File: config.mk
export PLATFORM = sky130hd
export DESIGN_NAME = dma_irq_aggregator
export DESIGN_NICKNAME = d
export VERILOG_FILES = /design/src/rtl/dma_irq_pkg.sv /design/src/rtl/irq_addr_decode.sv /design/src/rtl/irq_src_bank.sv /design/src/rtl/dma_irq_aggregator.sv
export SDC_FILE = /design/constraint.sdc
export NUM_CORES = 1
export LEC_CHECK = 0
export ABC_AREA = 1
export BUFFER_PORTS_ARGS = -buffer_cell sky130_fd_sc_hd__clkbuf_2
export CORE_MARGIN = 2
export CORE_UTILIZATION = 48
export CTS_BUF_LIST = sky130_fd_sc_hd__clkbuf_2 sky130_fd_sc_hd__clkbuf_4 sky130_fd_sc_hd__clkbuf_8
export DETAILED_ROUTE_END_ITERATION = 16
export GPL_TIMING_DRIVEN = 0
export HOLD_SLACK_MARGIN = 0.06
export PLACE_DENSITY = 0.82
export SLEW_MARGIN = 20
export SYNTH_ARGS = -nofsm -noshare
export SYNTH_HDL_FRONTEND = slang
export SYNTH_SLANG_ARGS = --single-unit
File: constraint.sdc
create_clock -name clk -period 2.2 [get_ports clk]
set_input_delay 0.22 -clock clk [delete_from_list [all_inputs] [get_ports clk]]
set_output_delay 0.22 -clock clk [all_outputs]
set_load 0.01 [all_outputs]
File: src/rtl/dma_irq_pkg.sv
package dma_irq_pkg;

  localparam int NSRC    = 4;
  localparam int ADDR_W  = 12;

  typedef enum logic [1:0] {
    SRC_END     = 2'd0,
    SRC_NODE    = 2'd1,
    SRC_FAULT_A = 2'd2,
    SRC_FAULT_B = 2'd3
  } src_e;

  localparam logic [ADDR_W-1:0] OFS_SUMMARY   = 12'h000;
  localparam logic [ADDR_W-1:0] OFS_VIEW_BASE = 12'h004;
  localparam logic [ADDR_W-1:0] OFS_EN_BASE   = 12'h018;
  localparam logic [ADDR_W-1:0] OFS_RAW_BASE  = 12'h600;

  // filtered view of source s: word stride
  function automatic logic [ADDR_W-1:0] view_ofs(input int s);
    return OFS_VIEW_BASE + ADDR_W'(4 * s);
  endfunction

  // enable register of source s: word stride
  function automatic logic [ADDR_W-1:0] en_ofs(input int s);
    return OFS_EN_BASE + ADDR_W'(4 * s);
  endfunction

  // latch bank of source s: double-word stride
  function automatic logic [ADDR_W-1:0] raw_ofs(input int s);
    return OFS_RAW_BASE + ADDR_W'(8 * s);
  endfunction

  // next latch value: clear first, then let events win
  function automatic logic [31:0] latch_next(input logic [31:0] cur,
                                             input logic [31:0] clr,
                                             input logic [31:0] ev);
    return (cur & ~clr) | ev;
  endfunction

endpackage

File: src/rtl/irq_addr_decode.sv
module irq_addr_decode
  import dma_irq_pkg::*;
(
  input  logic [ADDR_W-1:0] addr,
  output logic              sel_sum,
  output logic [NSRC-1:0]   sel_view,
  output logic [NSRC-1:0]   sel_en,
  output logic [NSRC-1:0]   sel_raw
);

  assign sel_sum = (addr == OFS_SUMMARY);

  for (genvar s = 0; s < NSRC; s++) begin : g_dec
    assign sel_view[s] = (addr == view_ofs(s));
    assign sel_en[s]   = (addr == en_ofs(s));
    assign sel_raw[s]  = (addr == raw_ofs(s));
  end

endmodule

File: src/rtl/irq_src_bank.sv
module irq_src_bank #(
  parameter int NUM_CH = 16
) (
  input  logic              clk,
  input  logic              rst_n,
  input  logic              en_we,
  input  logic              clr_we,
  input  logic [NUM_CH-1:0] wbits,
  input  logic [NUM_CH-1:0] ev,
  output logic [NUM_CH-1:0] raw_q,
  output logic [NUM_CH-1:0] en_q,
  output logic [NUM_CH-1:0] masked
);

  logic [NUM_CH-1:0] clr_bits;
  logic [31:0]       nxt_wide;

  assign clr_bits = clr_we ? wbits : '0;
  assign nxt_wide = dma_irq_pkg::latch_next(32'(raw_q), 32'(clr_bits), 32'(ev));

  always_ff @(posedge clk or negedge rst_n) begin
    if (!rst_n) begin
      raw_q <= '0;
      en_q  <= '0;
    end else begin
      raw_q <= nxt_wide[NUM_CH-1:0];
      if (en_we) en_q <= wbits;
    end
  end

  assign masked = raw_q & en_q;

endmodule

File: src/rtl/dma_irq_aggregator.sv
module dma_irq_aggregator
  import dma_irq_pkg::*;
#(
  parameter int NUM_CH = 16,
  parameter int DATA_W = 32
) (
  input  logic              clk,
  input  logic              rst_n,
  input  logic              reg_wr_en,
  input  logic [11:0]       reg_addr,
  input  logic [DATA_W-1:0] reg_wdata,
  output logic [DATA_W-1:0] reg_rdata,
  input  logic [NUM_CH-1:0] ev_end,
  input  logic [NUM_CH-1:0] ev_node,
  input  logic [NUM_CH-1:0] ev_fault_a,
  input  logic [NUM_CH-1:0] ev_fault_b,
  output logic              irq
);

  logic                        sel_sum;
  logic [NSRC-1:0]             sel_view, sel_en, sel_raw;
  logic [NSRC-1:0][NUM_CH-1:0] ev_all, raw_all, mask_all, masked_all;
  logic [NUM_CH-1:0]           summary;
  logic [NUM_CH-1:0]           wbits;
  logic                        unused_wdata;

  assign wbits        = reg_wdata[NUM_CH-1:0];
  assign unused_wdata = ^reg_wdata;

  assign ev_all[SRC_END]     = ev_end;
  assign ev_all[SRC_NODE]    = ev_node;
  assign ev_all[SRC_FAULT_A] = ev_fault_a;
  assign ev_all[SRC_FAULT_B] = ev_fault_b;

  irq_addr_decode u_dec (
    .addr     (reg_addr),
    .sel_sum  (sel_sum),
    .sel_view (sel_view),
    .sel_en   (sel_en),
    .sel_raw  (sel_raw)
  );

  for (genvar s = 0; s < NSRC; s++) begin : g_src
    irq_src_bank #(.NUM_CH(NUM_CH)) u_bank (
      .clk    (clk),
      .rst_n  (rst_n),
      .en_we  (reg_wr_en && sel_en[s]),
      .clr_we (reg_wr_en && sel_raw[s]),
      .wbits  (wbits),
      .ev     (ev_all[s]),
      .raw_q  (raw_all[s]),
      .en_q   (mask_all[s]),
      .masked (masked_all[s])
    );
  end

  always_comb begin
    summary = '0;
    for (int s = 0; s < NSRC; s++) summary |= masked_all[s];
  end

  assign irq = |summary;

  always_comb begin
    reg_rdata = '0;
    if (sel_sum) reg_rdata = DATA_W'(summary);
    for (int s = 0; s < NSRC; s++) begin
      if (sel_view[s]) reg_rdata = DATA_W'(masked_all[s]);
      if (sel_en[s])   reg_rdata = DATA_W'(mask_all[s]);
      if (sel_raw[s])  reg_rdata = DATA_W'(raw_all[s]);
    end
  end

endmodule

==> summary.md, run 1 <==
| Metric | Value |
|---|---|
| Required @ worst endpoint | `between 1.5 and 2 ns` |
| Clk sink count | `128` |
| Final Non-Filler Cells | `1887` |
| Fraction of layout instances using a drive strength above 1 | `22.3%` |
| DP HPWL | `just under 20 mm` |
| CP Class | `reg -> out` |
| CP Data Arrival Time | `about 2.2 ns` |
| Worst Setup End Kind | `primary output` |
| Reg2reg path depth | `4` |
| Vias in the first global route | `about 8900` |
| Rows | `48` |
| Syn. warnings | `0` |
| Final total power | `about 5 mW` |
| Die span in x | `138 um` |
| Met3 WL | `around 2.4 mm` |
| I/O Buffers | `110` |
| Number of distinct library cells after synthesis | `28` |
| Pins Over Slew Limit | `0` |
| Design area | `about 11000 um2` |
| Seq/Total Area, Yosys | `between 30% and 40%` |
| Total vias in the final route | `around 9600` |
| Max Cap Viol | `0` |
| Placeable Area | `around 17000 um2` |
| First-pass GRT wire length | `44.2 mm` |
| Tot GR Track Use | `30.4%` |
| Final period utilization | `109%` |
| Fmax | `a little over 400 MHz` |
| I/O pin count | `roughly 140` |
| RSZ-0062 raised after global routing | `yes` |
| Starting Density | `around half` |
| Mapped Avg Cell Area | `6.22 um2` |
| Tmin final | `between 2 and 2.5 ns` |
| Failing checks | `negative setup slack` |
| Layout net count | `approximately 1800` |
| Total gr overflow | `0` |
| Initial antenna violation count | `0` |
| Crit start category | `register` |
| Hold Vio Cnt, Final | `0` |
| Antenna diode count | `0` |
| Pleak | `6.25 nW` |
| Syn Std Cell Area | `about 8600 um2` |
| Routed Antenna Nets | `0` |
| Setup WS pre-CTS | `-0.290 ns` |
| Reg-to-reg endpoint | `g_src[3].u_bank.en_q[5]` |
| Avg Vias per Cell | `~5.1` |
| Placed insts | `1729` |
| CP max stage cell | `dfrtp_1` |
| Hold Crit Start | `reg_wdata[9]` |
| Filler instances | `approximately 1500` |
| Root Buffer | `clkbuf_8` |
| Hold Path Sink | `g_src[1].u_bank.en_q[9]` |
| Mapped Cells | `roughly 1400` |
| Crit path cell chain | `nand2_2 > nand2_1 > inv_1 > nand2_2 > nand3_1 > nand3_1 > nand2_1 > nand2_1 > nand2_1 > nand2_1 > nand2_1 > nand2_1 > nand2_1 > nand2_1 > nand2_1 > nand2_1 > nand2_1 > nand2_1 > buf_6` |
| Setup WS post-layout | `-0.208 ns` |
| Worst skew pair latency | `between 0.4 and 0.5 ns` |
| Met2 wire length | `~13 mm` |
| Worst Max-Slew Pin Slew | `0.608 ns` |
| Placed cell areas | `roughly 9500 um2` |
| VDD IR max | `around 0.38 mV` |
| TritonCTS Buffers | `17` |
| Worst path max stage delay | `0.42 ns` |
| WHS Path Cells | `3` |
| Slew HR | `approximately three fifths` |
| Fin Setup TNS | `-2.35 ns` |
| DRC | `0` |
| DR top layer | `met4` |
| Clock skew | `0 ns` |
| TritonCTS clock tree | `built` |
| Routed wire length | `about 28 mm` |
| PwrDens | `between 400 and 500 nW/um2` |
| Util after Layout | `65.2%` |
| Initial DRC count | `905` |
| RR Startpoint | `g_src[3].u_bank.en_q[5]` |
| Die height | `~140 um` |
| Synth-to-layout area growth | `32.0%` |
| Worst R2R Setup Slack | `about 1.2 ns` |
| Multi-input combinational cell area | `roughly 4200 um2` |
| Storage element area | `3200 um2` |
| Metal-1 WL | `around 12 mm` |
| Fin Hold WS | `about 0.18 ns` |
| H-tree depth | `4` |
| CP most frequent cell | `nand2_1` |
| DR WL/cell | `15.0 um` |
| Clock Pin Slew Worst Setup and Hold Paths | `approximately 0.080 ns` |
| TritonRoute pass-1 iters | `6` |
| Final setup fails | `16` |
| Die footprint | `~19000 um2` |
| Crit path max fanout | `3` |
| Status | `complete, but fails checks` |
| Largest net degree at the start of global routing | `66` |
| CTS Buffer Depth | `2` |
| GP Congestion | `between 0.9 and 1` |
| Worst hold path class | `in -> reg` |
| Synthesized flop and latch total | `about 130` |
==> layer usage <==
layer | up-vias | GRT usage [%]
li1 | 4635 | -
met3 | 71 | 5.37
met4 | 0 | 11.2
met5 | - | 0
met1 | 4366 | 40.8
met2 | 537 | 49.3
==> worst max-delay path: cells and delay by family, from the launching register on <==
family	cells	cell delay [ns]
DFF	1	0.42
and+or+nand+nor	17	1.12
buffers and inverters	2	0.19
==> area by class of cell <==
cell class | instances | area share, %
plain buffers | 64 | 3.32
clock buffers | 22 | 2.51
clock inverters | 10 | 1.40
inverters | 281 | 9.36
multi-input cells | 919 | 37.5
flip-flops and latches | 128 | 28.3
well taps | 225 | 2.49
repair buffers | 238 | 15.1
==> Yosys cell counts <==
| cell | n | area, um2 |
|---|---|---|
| buf_2 | 15 | 75.1 |
| nand3_2 | 1 | 10.0 |
| inv_1 | 265 | 995 |
| or2_2 | 2 | 12.5 |
| nor4_1 | 4 | 25.0 |
| nand2_1 | 577 | 2170 |
| clkbuf_1 | 27 | 101 |
| buf_6 | 3 | 33.8 |
| o21ai_0 | 165 | 826 |
| conb_1 | 1 | 3.75 |
| or2_1 | 5 | 31.3 |
| or2_0 | 5 | 31.3 |
| inv_2 | 14 | 52.6 |
| o21ai_1 | 20 | 100 |
| nand4_1 | 4 | 25.0 |
| nor2_4 | 4 | 45.0 |
| buf_4 | 20 | 150 |
| nand3b_1 | 2 | 15.0 |
| nand2_4 | 5 | 56.3 |
| nor2_1 | 8 | 30.0 |
| nor2_2 | 4 | 25.0 |
| nand3_1 | 81 | 405 |
| nor2_8 | 3 | 60.1 |
| dfrtp_1 | 128 | 3200 |
| nand2_2 | 9 | 56.3 |
| o21bai_1 | 3 | 22.5 |
| nor3_2 | 1 | 10.0 |
| clkinv_2 | 2 | 10.0 |
==> cell families after synthesis <==
| logic type | synth area share (%) |
|---|---|
| and+or+nand+nor | 35.0 |
| AOI/OAI and AO/OA | 11.1 |
| other | 0.0437 |
| buffers and inverters | 16.5 |
| DFF | 37.3 |
==> worst max-delay path by stage <==
stage                                         end  slack, ns                 startpoint  cells after the start
after floorplan                     reg_rdata[10]       0.39                reg_addr[8]                     19
after global placement    g_src[0].u_bank.en_q[7]      -1.12                      rst_n                      1
after detailed placement             reg_rdata[3]      -0.29                reg_addr[8]                     14
after CTS                            reg_rdata[7]      -0.14   g_src[2].u_bank.raw_q[7]                     19
after global routing                reg_rdata[13]      -0.42  g_src[3].u_bank.raw_q[13]                     19
final                                reg_rdata[4]      -0.21    g_src[0].u_bank.en_q[4]                     19
==> flip-flops by register name, indices dropped and copies added (netlist names) <==
register / count
g_src.u_bank.en_q: 64
g_src.u_bank.raw_q: 64
==> placed cells by master (no fill, tap or decap), types with 5 or more instances in the layout <==
master	count
nand2_1	518
inv_1	261
o21ai_0	163
dfrtp_1	128
clkbuf_2	113
buf_4	86
nand3_1	74
nand2_2	67
dlygate4sd3_1	65
o21ai_1	22
clkbuf_8	20
clkbuf_1	19
inv_2	17
conb_1	16
buf_2	13
nand3_2	7
nor2_4	6
nor2_2	6
nand2_4	6
clkinv_2	5
or2_1	5
or2_0	5
==> where the power goes <==
part / switching, mW / internal [mW] / total [mW]
registers: 0.00457 / 2.36 / 2.36
logic: 0.246 / 0.202 / 0.449
clock network: 1.00 / 1.33 / 2.33
total: 1.25 / 3.89 / 5.14
==> what timing repair did <==
| action | CTS | global route |
|---|---|---|
| endpoints found under the setup margin | 17 | 17 |
| hold endpoints to repair | 128 | 0 |
| cloned | 0 | 0 |
| hold buffers | 65 | 0 |
| pin swaps | 26 | 25 |
| setup buffers | 39 | 23 |
| resized for setup | 68 | 32 |
(Power assumes the default switching activity.)
==> run 2, diff against run 1 <==
CORE_ASPECT_RATIO = 1.1   (was not set)
==> run 2 against run 1 <==
  * The run still ends with negative setup slack left
  * Worst setup slack got worse by 0.038 ns
  * Critical path depth decreased by 4
  * Global-route usage decreased by 0.67 points
  * Largest power group unchanged
==> summary.md, run 2 (synthesis results as in run 1) <==
| Metric | Value |
|---|---|
| Slew HR | `55.0% (-4.4 points)` |
| Die span in x | `131 um (-4.5%)` |
| Hold Vio Cnt, Final | `0 (unchanged)` |
| Clock Pin Slew Worst Setup and Hold Paths | `0.07 ns (about the same)` |
| Total vias in the final route | `9716 (+1.1%)` |
| Setup WS pre-CTS | `-0.267 ns (+0.0232 ns)` |
| Crit path max fanout | `2 (-1)` |
| Final period utilization | `111% (+1.7 points)` |
| CP startpoint | `g_src[2].u_bank.raw_q[14]` |
| CTS Buffer Depth | `2 (unchanged)` |
| Worst skew pair latency | `0.45 ns (about the same)` |
| Most frequent cells in the layout | `nand2_1, inv_1, o21ai_0` |
| DR WL/cell | `15.0 um (+0.35%)` |
| Root Buffer | `clkbuf_8` |
| CP Data Arrival Time | `2.23 ns (+0.04 ns)` |
| Final Non-Filler Cells | `1911 (+1.3%)` |
| Status | `complete, but fails checks` |
| Hold Crit Start | `reg_wdata[11]` |
| Design area | `11400 um2 (+0.67%)` |
| First-pass GRT wire length | `44.3 mm (+0.25%)` |
| TritonCTS Buffers | `17 (unchanged)` |
| Placed cell areas | `9520 um2 (+0.17%)` |
| Fmax | `409 MHz (-1.6%)` |
| RR Startpoint | `g_src[3].u_bank.en_q[3]` |
| Required @ worst endpoint | `1.98 ns (about the same)` |
| Setup WS post-layout | `-0.246 ns (-0.0383 ns)` |
| Crit start category | `register` |
| Crit path cell chain | `nand2_1 > nand4_1 > nand3_1 > nand2_1 > inv_1 > nor2_1 > o21bai_1 > nand3_1 > nand2_1 > nand3_2 > nand2_1 > nand2_1 > nand2_1 > nand2_1 > clkbuf_2` |
| Fraction of layout instances using a drive strength above 1 | `22.4% (+0.093 points)` |
| Final setup fails | `17 (+1)` |
| CP max stage cell | `dfrtp_1` |
| Filler instances | `1548 (+1.1%)` |
| Routed wire length | `28.7 mm (+1.6%)` |
| Largest regs | `g_src.u_bank.en_q (64), g_src.u_bank.raw_q (64)` |
| RSZ-0062 raised after global routing | `yes` |
| PwrDens | `435 nW/um2 (-4.3%)` |
| Pleak | `6.30 nW (+0.91%)` |
| Tmin final | `2.45 ns (+0.0383 ns)` |
| Worst Path Buf+Inv | `2 (unchanged)` |
| Failing checks | `negative setup slack` |
| CP top delay family | `simple AND/OR/NAND/NOR gates` |
| Starting Density | `48.7% (-0.72 points)` |
| Worst Setup End Kind | `primary output` |
| Worst path max stage delay | `0.42 ns (about the same)` |
| DRC | `0 (unchanged)` |
| I/O Buffers | `110 (unchanged)` |
| Tot GR Track Use | `29.7% (-0.67 points)` |
| CP Class | `reg -> out` |
| Placed insts | `1742 (+0.75%)` |
| DP HPWL | `19.4 mm (-1.3%)` |
| Antenna diode count | `0 (unchanged)` |
| H-tree depth | `4 (unchanged)` |
| Initial antenna violation count | `0 (unchanged)` |
| CP most frequent cell | `nand2_1` |
| I/O pin count | `144 (unchanged)` |
| Die footprint | `19000 um2 (about the same)` |
| Worst Max-Slew Pin Slew | `0.674 ns (+0.0665 ns)` |
| Die height | `144 um (+4.7%)` |
| Initial DRC count | `899 (-0.66%)` |
| Routed Antenna Nets | `0 (unchanged)` |
| Pins Over Slew Limit | `0 (unchanged)` |
| Most common cell after layout, fill and taps aside | `nand2_1` |
| Clk sink count | `128 (unchanged)` |
| TritonRoute pass-1 iters | `6 (unchanged)` |
| Placeable Area | `17600 um2 (+1.5%)` |
| Worst hold path class | `in -> reg` |
| VDD IR max | `0.320 mV (-15%)` |
| Clock skew | `0 ns (unchanged)` |
| Max Cap Viol | `0 (unchanged)` |
| Avg Vias per Cell | `5.08 (-0.16%)` |
| Layout net count | `1775 (+0.85%)` |
| Largest net degree at the start of global routing | `66 (unchanged)` |
| Rows | `51 (+6.3%)` |
| GP Congestion | `0.962 (+0.37%)` |
| Synth-to-layout area growth | `32.9%` |
| TritonCTS clock tree | `built` |
| Total gr overflow | `0 (unchanged)` |
| Vias in the first global route | `8967 (+1.2%)` |
[run 2: cell count changes in the layout (fill, tap and decap cells not counted), sizes merged]
cell	before	now
clkinvlp	2	0
clkinv	6	5
clkbuf	155	150
bufinv	4	3
buf	104	124
[run 2: stage by stage]
step	setup TNS [ns]	hold WS, ns	power (mW)	utilization (%)
finish	-2.29	0.186	4.96	64.7
global route	-4.85	0.189	5.10	64.7
CTS	-1.33	0.151	4.94	63.2
floorplan	0	-0.0756	2.54	-
detailed placement	-6.97	0.238	2.73	54.0
global placement	-145.58	0.403	2.72	53.8
[run 2: worst reg2reg max path: stages (launching register included)]
cell and delay [ns]:
dfrtp_1 0.42, buf_4 0.15, buf_4 0.13, nand2_1 0.05
o21ai_0 0.10
[run 2: repair_timing]
action                                  in CTS  in global routing
resized for setup                           65                 34
hold buffers                                65                  0
buffers inserted                            53                 24
endpoints found under the hold margin      127                  0
endpoints found under the setup margin      17                 17
pin swaps                                   30                 29
[run 2: cell type report]
cell class	count	area, um2	share of cell area (%)
plain buffers	64	375	3.29
clock buffers	22	290	2.55
clock inverters	6	109	0.955
inverters	281	1060	9.33
multi-input cells	919	4240	37.2
flip-flops and latches	128	3200	28.1
well taps	238	298	2.61
repair buffers	253	1820	16.0
[run 2: worst paths after layout]
kind	end	slack (ns)	cells past startpoint
max	reg_rdata[14]	-0.25	15
min	g_src[3].u_bank.en_q[11]	0.19	3
max reg2reg	g_src[3].u_bank.en_q[3]	1.22	4
min reg2reg	g_src[0].u_bank.en_q[8]	0.52	2
max in group asynchronous	g_src[0].u_bank.raw_q[13]	1.23	3
min in group asynchronous	g_src[3].u_bank.raw_q[15]	0.28	2
[run 2: power breakdown]
group / leakage (nW) / internal [mW] / switching [mW] / total [mW]
clock network: 0.207 / 1.21 / 0.938 / 2.15
registers: 1.45 / 2.36 / 0.00446 / 2.36
logic: 4.64 / 0.203 / 0.244 / 0.447
[run 2: routing by layer]
layer  track usage, %  share of wire, %
met5                0                 0
met4             15.8               3.9
met3             4.87               9.0
met2             50.4                48
met1             36.8                39
